<file path="src/rtl/vlswap_pkg.sv">
`timescale 1ns/1ps
package vlswap_pkg;

    localparam int MODE_W  = 3;
    localparam int REG_W   = 16;
    localparam int MB_BYTE = 0;
    localparam int MB_WORD = 1;
    localparam int MB_LONG = 2;

    localparam logic [REG_W-1:0] CODE_BYTE = 16'h01FF;
    localparam logic [REG_W-1:0] CODE_WORD = 16'h02FF;
    localparam logic [REG_W-1:0] CODE_LONG = 16'h04FF;
    localparam logic [REG_W-1:0] CODE_ALL  = 16'h07FF;
    localparam logic [REG_W-1:0] CODE_OFF  = 16'h08FF;

    typedef enum logic [1:0] {SZ_D8 = 2'd0, SZ_D16 = 2'd1, SZ_D32 = 2'd2, SZ_WIDE = 2'd3} xfer_size_e;
    typedef enum logic [1:0] {PATH_STRAIGHT, PATH_PAIR_XCHG, PATH_REVERSE} lane_path_e;
    typedef enum logic [1:0] {ST_IDLE, ST_ACK, ST_HOLD} reg_state_e;
    typedef enum logic [1:0] {RSEL_CMD, RSEL_STAT, RSEL_ID, RSEL_NONE} reg_sel_e;
    typedef enum logic [1:0] {EFF_NONE, EFF_BYTE, EFF_WORD, EFF_LONG} eff_mode_e;

    typedef struct packed {
        logic              ok;
        logic [MODE_W-1:0] bits;
    } cmd_dec_t;

    function automatic cmd_dec_t cmd_decode(input logic [REG_W-1:0] code);
        cmd_dec_t r;
        r.ok   = 1'b1;
        r.bits = '0;
        case (code)
            CODE_BYTE: r.bits = MODE_W'(1 << MB_BYTE);
            CODE_WORD: r.bits = MODE_W'(1 << MB_WORD);
            CODE_LONG: r.bits = MODE_W'(1 << MB_LONG);
            CODE_ALL:  r.bits = '1;
            CODE_OFF:  r.bits = '0;
            default:   r.ok   = 1'b0;
        endcase
        return r;
    endfunction

endpackage

</file>
<file path="src/rtl/vlswap_lanes.sv">
`timescale 1ns/1ps
module vlswap_lanes
    import vlswap_pkg::*;
#(
    parameter int LANES = 4
) (
    input  lane_path_e         path,
    input  logic [8*LANES-1:0] din,
    output logic [8*LANES-1:0] dout
);
    localparam int TOP = 8*LANES - 1;

    for (genvar i = 0; i < LANES; i++) begin : g_lane
        localparam int PAIR = i ^ 1;
        localparam int REV  = LANES - 1 - i;
        assign dout[TOP-8*i -: 8] =
            (path == PATH_REVERSE)   ? din[TOP-8*REV  -: 8] :
            (path == PATH_PAIR_XCHG) ? din[TOP-8*PAIR -: 8] :
                                       din[TOP-8*i    -: 8];
    end
endmodule

</file>
<file path="src/rtl/vlswap_route.sv">
`timescale 1ns/1ps
module vlswap_route
    import vlswap_pkg::*;
(
    input  logic              active,
    input  logic              iack,
    input  logic [MODE_W-1:0] mode,
    input  xfer_size_e        size,
    input  logic [1:0]        adr_lo,
    output lane_path_e        path,
    output logic              ds1_n,
    output logic              ds0_n,
    output logic              a1,
    output logic              lw_n
);
    eff_mode_e eff;
    logic      is_d8, is_d16, is_wide;
    logic      flip0, flip1, ea0, ea1;

    assign is_d8   = (size == SZ_D8);
    assign is_d16  = (size == SZ_D16);
    assign is_wide = !is_d8 && !is_d16;

    always_comb begin
        if (iack)                eff = EFF_NONE;
        else if (mode[MB_LONG])  eff = EFF_LONG;
        else if (mode[MB_WORD])  eff = EFF_WORD;
        else if (mode[MB_BYTE])  eff = EFF_BYTE;
        else                     eff = EFF_NONE;
    end

    always_comb begin
        path  = PATH_STRAIGHT;
        flip0 = 1'b0;
        flip1 = 1'b0;
        unique case (eff)
            EFF_NONE: ;
            EFF_BYTE: if (is_d8) begin
                path  = PATH_PAIR_XCHG;
                flip0 = 1'b1;
            end
            EFF_WORD: if (!is_d8) path = PATH_PAIR_XCHG;
            EFF_LONG: if (is_wide) begin
                path = PATH_REVERSE;
            end else begin
                path  = PATH_PAIR_XCHG;
                flip1 = 1'b1;
                flip0 = is_d8;
            end
        endcase
    end

    assign ea0 = adr_lo[0] ^ flip0;
    assign ea1 = adr_lo[1] ^ flip1;

    always_comb begin
        ds1_n = 1'b1;
        ds0_n = 1'b1;
        a1    = 1'b0;
        lw_n  = 1'b1;
        if (active) begin
            if (is_d8) begin
                ds1_n = ea0;
                ds0_n = !ea0;
                a1    = ea1;
            end else if (is_d16) begin
                ds1_n = 1'b0;
                ds0_n = 1'b0;
                a1    = ea1;
            end else begin
                ds1_n = 1'b0;
                ds0_n = 1'b0;
                lw_n  = 1'b0;
            end
        end
    end
endmodule

</file>
<file path="src/rtl/vlswap_regs.sv">
`timescale 1ns/1ps
module vlswap_regs
    import vlswap_pkg::*;
#(
    parameter logic [7:0] ID_CODE = 8'h46
) (
    input  logic              clk,
    input  logic              rst_n,
    input  logic              strobe,
    input  logic              hit,
    input  logic              write,
    input  reg_sel_e          sel,
    input  logic [REG_W-1:0]  wdata,
    output logic [MODE_W-1:0] mode,
    output logic [REG_W-1:0]  rdata,
    output logic              ack
);
    reg_state_e       state_q, state_d;
    logic             take;
    cmd_dec_t         dec;
    logic [REG_W-1:0] cmd_q;

    assign take = (state_q == ST_IDLE) && hit;
    assign dec  = cmd_decode(wdata);

    always_ff @(posedge clk or negedge rst_n) begin
        if (!rst_n) state_q <= ST_IDLE;
        else        state_q <= state_d;
    end

    always_comb begin
        state_d = state_q;
        unique case (state_q)
            ST_IDLE: if (hit)     state_d = ST_ACK;
            ST_ACK:  state_d = strobe ? ST_HOLD : ST_IDLE;
            ST_HOLD: if (!strobe) state_d = ST_IDLE;
            default: state_d = ST_IDLE;
        endcase
    end

    always_ff @(posedge clk or negedge rst_n) begin
        if (!rst_n) begin
            mode  <= '0;
            cmd_q <= CODE_OFF;
        end else if (take && write && sel == RSEL_CMD && dec.ok) begin
            mode  <= dec.bits;
            cmd_q <= wdata;
        end
    end

    always_comb begin
        ack = (state_q == ST_ACK);
        unique case (sel)
            RSEL_CMD:  rdata = cmd_q;
            RSEL_STAT: rdata = REG_W'(mode);
            RSEL_ID:   rdata = REG_W'(ID_CODE);
            default:   rdata = '0;
        endcase
    end
endmodule

</file>
<file path="src/rtl/vlane_swap_ctl.sv">
`timescale 1ns/1ps
module vlane_swap_ctl
    import vlswap_pkg::*;
#(
    parameter int         ADDR_W  = 16,
    parameter int         LANES   = 4,
    parameter logic [7:0] ID_CODE = 8'h46
) (
    input  logic               clk,
    input  logic               rst_n,
    input  logic [1:0]         base_sel,
    input  logic               loc_as,
    input  logic               loc_short_io,
    input  logic               loc_iack,
    input  logic               loc_write,
    input  logic [1:0]         loc_size,
    input  logic [ADDR_W-1:0]  loc_addr,
    input  logic [8*LANES-1:0] loc_wdata,
    output logic [8*LANES-1:0] loc_rdata,
    output logic               loc_ack,
    output logic [8*LANES-1:0] vme_wdata,
    input  logic [8*LANES-1:0] vme_rdata,
    output logic               vme_ds1_n,
    output logic               vme_ds0_n,
    output logic               vme_a1,
    output logic               vme_lw_n
);
    localparam int DW = 8*LANES;

    logic [ADDR_W-1:0] base_addr;
    logic              block_match;
    reg_sel_e          sel;
    logic              reg_hit;
    logic [MODE_W-1:0] mode_q;
    logic [REG_W-1:0]  reg_rdata;
    lane_path_e        path;
    logic [DW-1:0]     rd_swapped;

    assign base_addr   = ADDR_W'({2'b11, base_sel, 12'hF00});
    assign block_match = ({loc_addr[ADDR_W-1:3], 3'b000} == base_addr);

    always_comb begin
        case (loc_addr[2:0])
            3'd0:    sel = RSEL_CMD;
            3'd2:    sel = RSEL_STAT;
            3'd4:    sel = RSEL_ID;
            default: sel = RSEL_NONE;
        endcase
    end

    assign reg_hit = loc_as && loc_short_io && !loc_iack && block_match && (sel != RSEL_NONE);

    vlswap_regs #(.ID_CODE(ID_CODE)) u_regs (
        .clk    (clk),
        .rst_n  (rst_n),
        .strobe (loc_as),
        .hit    (reg_hit),
        .write  (loc_write),
        .sel    (sel),
        .wdata  (loc_wdata[REG_W-1:0]),
        .mode   (mode_q),
        .rdata  (reg_rdata),
        .ack    (loc_ack)
    );

    vlswap_route u_route (
        .active (loc_as && !reg_hit),
        .iack   (loc_iack),
        .mode   (mode_q),
        .size   (xfer_size_e'(loc_size)),
        .adr_lo (loc_addr[1:0]),
        .path   (path),
        .ds1_n  (vme_ds1_n),
        .ds0_n  (vme_ds0_n),
        .a1     (vme_a1),
        .lw_n   (vme_lw_n)
    );

    vlswap_lanes #(.LANES(LANES)) u_wr_lanes (
        .path (path),
        .din  (loc_wdata),
        .dout (vme_wdata)
    );

    vlswap_lanes #(.LANES(LANES)) u_rd_lanes (
        .path (path),
        .din  (vme_rdata),
        .dout (rd_swapped)
    );

    assign loc_rdata = reg_hit ? DW'(reg_rdata) : rd_swapped;
endmodule

</file>
<file path="config.mk">
export PLATFORM = sky130hd
export DESIGN_NAME = vlane_swap_ctl
export DESIGN_NICKNAME = d
export VERILOG_FILES = /design/src/rtl/vlswap_pkg.sv /design/src/rtl/vlswap_lanes.sv /design/src/rtl/vlswap_route.sv /design/src/rtl/vlswap_regs.sv /design/src/rtl/vlane_swap_ctl.sv
export SDC_FILE = /design/constraint.sdc
export NUM_CORES = 1
export LEC_CHECK = 0
export ABC_CLOCK_PERIOD_IN_PS = 6010
export CAP_MARGIN = 20
export CORE_MARGIN = 5
export CORE_UTILIZATION = 43
export DETAILED_ROUTE_END_ITERATION = 7
export HOLD_SLACK_MARGIN = 0.05
export PLACE_DENSITY = 0.95
export SKIP_CTS_REPAIR_TIMING = 1
export SLEW_MARGIN = 20
export SYNTH_ARGS = -nofsm -noshare
export SYNTH_HDL_FRONTEND = slang
export SYNTH_SLANG_ARGS = --single-unit
</file>
<file path="constraint.sdc">
create_clock -name clk -period 6.01 [get_ports clk]
set_input_delay 1.202 -clock clk [delete_from_list [all_inputs] [get_ports clk]]
set_output_delay 1.202 -clock clk [all_outputs]
set_load 0.05 [all_outputs]
</file>
==> key figures <==
Drt
  – Antenna viol nets, final: 0
  – Vias/cell: between 6 and 7
  – Drt wl/cell: 17.84 um
  – Post-route DRC: 0
  – Drt first-iter violations: ~240
  – Final WL: approximately 11 mm
  – Pre-antenna DRT Iters: 5
  – Vias post-DR: 3874

STA
  – Final Skew: ~0.0019 ns
  – Final Cycle Share: between 80% and 90%
  – Final hold vios: 0
  – Hold WS: ~0.5 ns
  – Slew margin rel.: 37.17%
  – Slew at the pin with the worst max-slew slack: around 0.94 ns
  – Final setup fails: 0
  – Setup TNS: 0 ns
  – Unrepaired setup endpoints after global routing: false
  – Slew Limit Fails: 0
  – Maximum clock frequency: between 150 and 200 MHz
  – Fin crit period: roughly 5.4 ns

Power
  – Leakage: about 1.7 nW
  – Pwr per Cell Area: ~160 nW/um^2
  – Peak supply drop: between 0.0001 and 0.00015 V
  – Total power: 0.6825 mW

Clock tree
  – H-Tree Depth: 1
  – Clock-pin slew on the worst setup and hold paths: roughly 0.080 ns
  – Worst-case clock buffer depth: 2
  – CTS tree: done
  – Latest clock arrival within the worst-skew pair: ~0.26 ns
  – CTS Sinks: 21
  – CTS root buf: clkbuf_8
  – TritonCTS Buffers: 3

Finish
  – Area grow syn2layout: 55.98%
  – Nets: around 650
  – Diode count: 0
  – Layout cells sized above 1: 13.11%
  – Most common cell after layout, fill and taps aside: clkdlybuf4s50_1
  – Fin cells: between 600 and 700
  – Most frequent cells in the layout: clkdlybuf4s50_1, a21oi_1, nor2_1, nand2_1, buf_4
  – Fin util: between 60% and 70%

GRT
  – Initial antenna violation count: 0
  – Total grt overflow: 0
  – First-pass GRT wire length: about 19 mm
  – Pin count of the biggest net entering global routing: 40
  – Total GRT Usage: between 20% and 30%
  – Vias in the first global route: around 4000

Run status
  – Status: complete, no violations

Logic synthesis
  – Post-synth EDFFs: 0
  – Flops & latches, synth: 21
  – Distinct cells, synth: 44
  – Post-synth net total: between 500 and 600
  – Post-synthesis sequential area ratio: 19.15%
  – Dominant synthesized flop cell: dfrtp_1
  – Cell area after synthesis: 2803 sq um
  – Post-synth ARST share: 100.0%
  – Post-synthesis cell count: 430
  – Yosys warns: 0
  – Syn_area_per_cell: 6.518 sq um

Worst setup path
  – Classification of the worst setup path: input port to output pin
  – Worst Path Buf+Inv: 3
  – Crit path capture type: output pin
  – CP Launch Type: input port
  – CP arrival: roughly 4.2 ns
  – WP data required: 4.81 ns
  – CP cell instances: clkdlybuf4s50_1, or4b_1, a31oi_4, buf_4, a21oi_1, a21oi_1, clkdlybuf4s50_1
  – CP peak stage delay: between 0.8 and 0.9 ns
  – Slowest cell on the critical path: clkdlybuf4s50_1
  – Critical-path maximum fanout: 36
  – Crit path max-delay family: buffers and inverters

Floorplanning
  – Die height: ~91 um
  – FP Rows: 29
  – Core box area: roughly 6300 sq um
  – IO Pins: 159
  – Die area: roughly 8000 sq um
  – Initial Utilization: about 44%
  – Die width: about 91 um

Hold path
  – Hold crit path type: register to register

Placed design
  – Port buffer count: approximately 160
  – DP Wirelength: about 8.6 mm
  – RePlAce Congestion: roughly 0.86
  – Cells after DPL: 630

Run
  – Max_cap viols: 0
-- routing by layer --
metal,GRT usage (%),vias up,share of wire (%)
met2,47.03,207,50
li1,-,1797,-
met3,6.250,26,9.3
met1,31.84,1844,39
met4,6.452,0,2.0
met5,0,-,0
-- flip-flops by register name, indices dropped and copies added, names as in the netlist --
signal          flops
u_regs.state_q      2
u_regs.mode         3
u_regs.cmd_q       16
-- area by class of cell --
cell class	instances	area, sq um
multi-input combinational	357	2082
tap	77	96.34
clock inverter	1	5.005
timing repair buffer	168	1584
clock buffer	3	41.29
fill	536	1978
sequential	21	536.8
inverter	7	26.28
-- cells in the mapped netlist, types with 3 or more instances --
cell / number / area, sq um
a211oi_1: 18 / 135.1
nor3_1: 7 / 35.03
inv_1: 7 / 26.28
nand2b_1: 11 / 68.82
and2_1: 5 / 31.28
a21oi_1: 81 / 405.4
nand2_1: 52 / 195.2
nand4_1: 16 / 100.1
clkbuf_1: 41 / 153.9
dfstp_2: 9 / 236.5
xnor2_1: 5 / 43.79
o31ai_1: 16 / 120.1
dfrtp_1: 12 / 300.3
buf_4: 3 / 22.52
nor2_1: 72 / 270.3
a221oi_1: 15 / 131.4
nor2b_1: 17 / 106.4
nand3_1: 6 / 30.03
mux2i_1: 7 / 70.07
-- power by group --
group | total, mW | internal (mW) | switching (mW)
Sequential | 0.141 | 0.141 | 0.000000171
Clock | 0.0930 | 0.0461 | 0.0468
Combinational | 0.448 | 0.166 | 0.282
Total | 0.682 | 0.353 | 0.329
-- final timing paths --
kind	startpoint	endpoint	slack, ns	cells past startpoint
setup reg to reg	u_regs.state_q[0]$_DFFE_PN0P_	u_regs.cmd_q[11]$_DFFE_PN1P_	3.87	4
hold reg to reg	u_regs.cmd_q[14]$_DFFE_PN0P_	u_regs.cmd_q[14]$_DFFE_PN0P_	0.50	1
max in group asynchronous	rst_n	u_regs.cmd_q[8]$_DFFE_PN0P_	3.98	1
setup / recovery	loc_size[1]	vme_wdata[21]	0.63	7
min in group asynchronous	rst_n	u_regs.cmd_q[12]$_DFFE_PN0P_	1.47	1
hold / removal	u_regs.cmd_q[14]$_DFFE_PN0P_	u_regs.cmd_q[14]$_DFFE_PN0P_	0.50	1
-- worst reg2reg max path: cells and delay by family (launching register included) --
kind | cells | cell delay (ns)
AOI/OAI and AO/OA | 1 | 0.66
DFF | 1 | 0.41
muxes | 1 | 0.35
and+or+nand+nor | 2 | 0.65
-- cells by family (layout without fill, tap and decap cells) --
logic type / Yosys count / count (layout) / synth area share [%]
and+or+nand+nor: 201 / 201 / 35.13
AOI/OAI and AO/OA: 138 / 138 / 31.30
buffers and inverters: 52 / 179 / 7.411
DFF: 21 / 21 / 19.15
muxes: 10 / 10 / 4.241
xor gates and xnor gates: 8 / 8 / 2.768
-- metrics by stage --
step | worst slack [ns] | instance area [sq um]
floorplan | 0.9309 | 2803
global placement | 0.7366 | 4325
detailed placement | 0.6752 | 4325
CTS | 0.6608 | 4372
global route | 0.5004 | 4372
finish | 0.6256 | 4372
(Power assumes the default switching activity.)
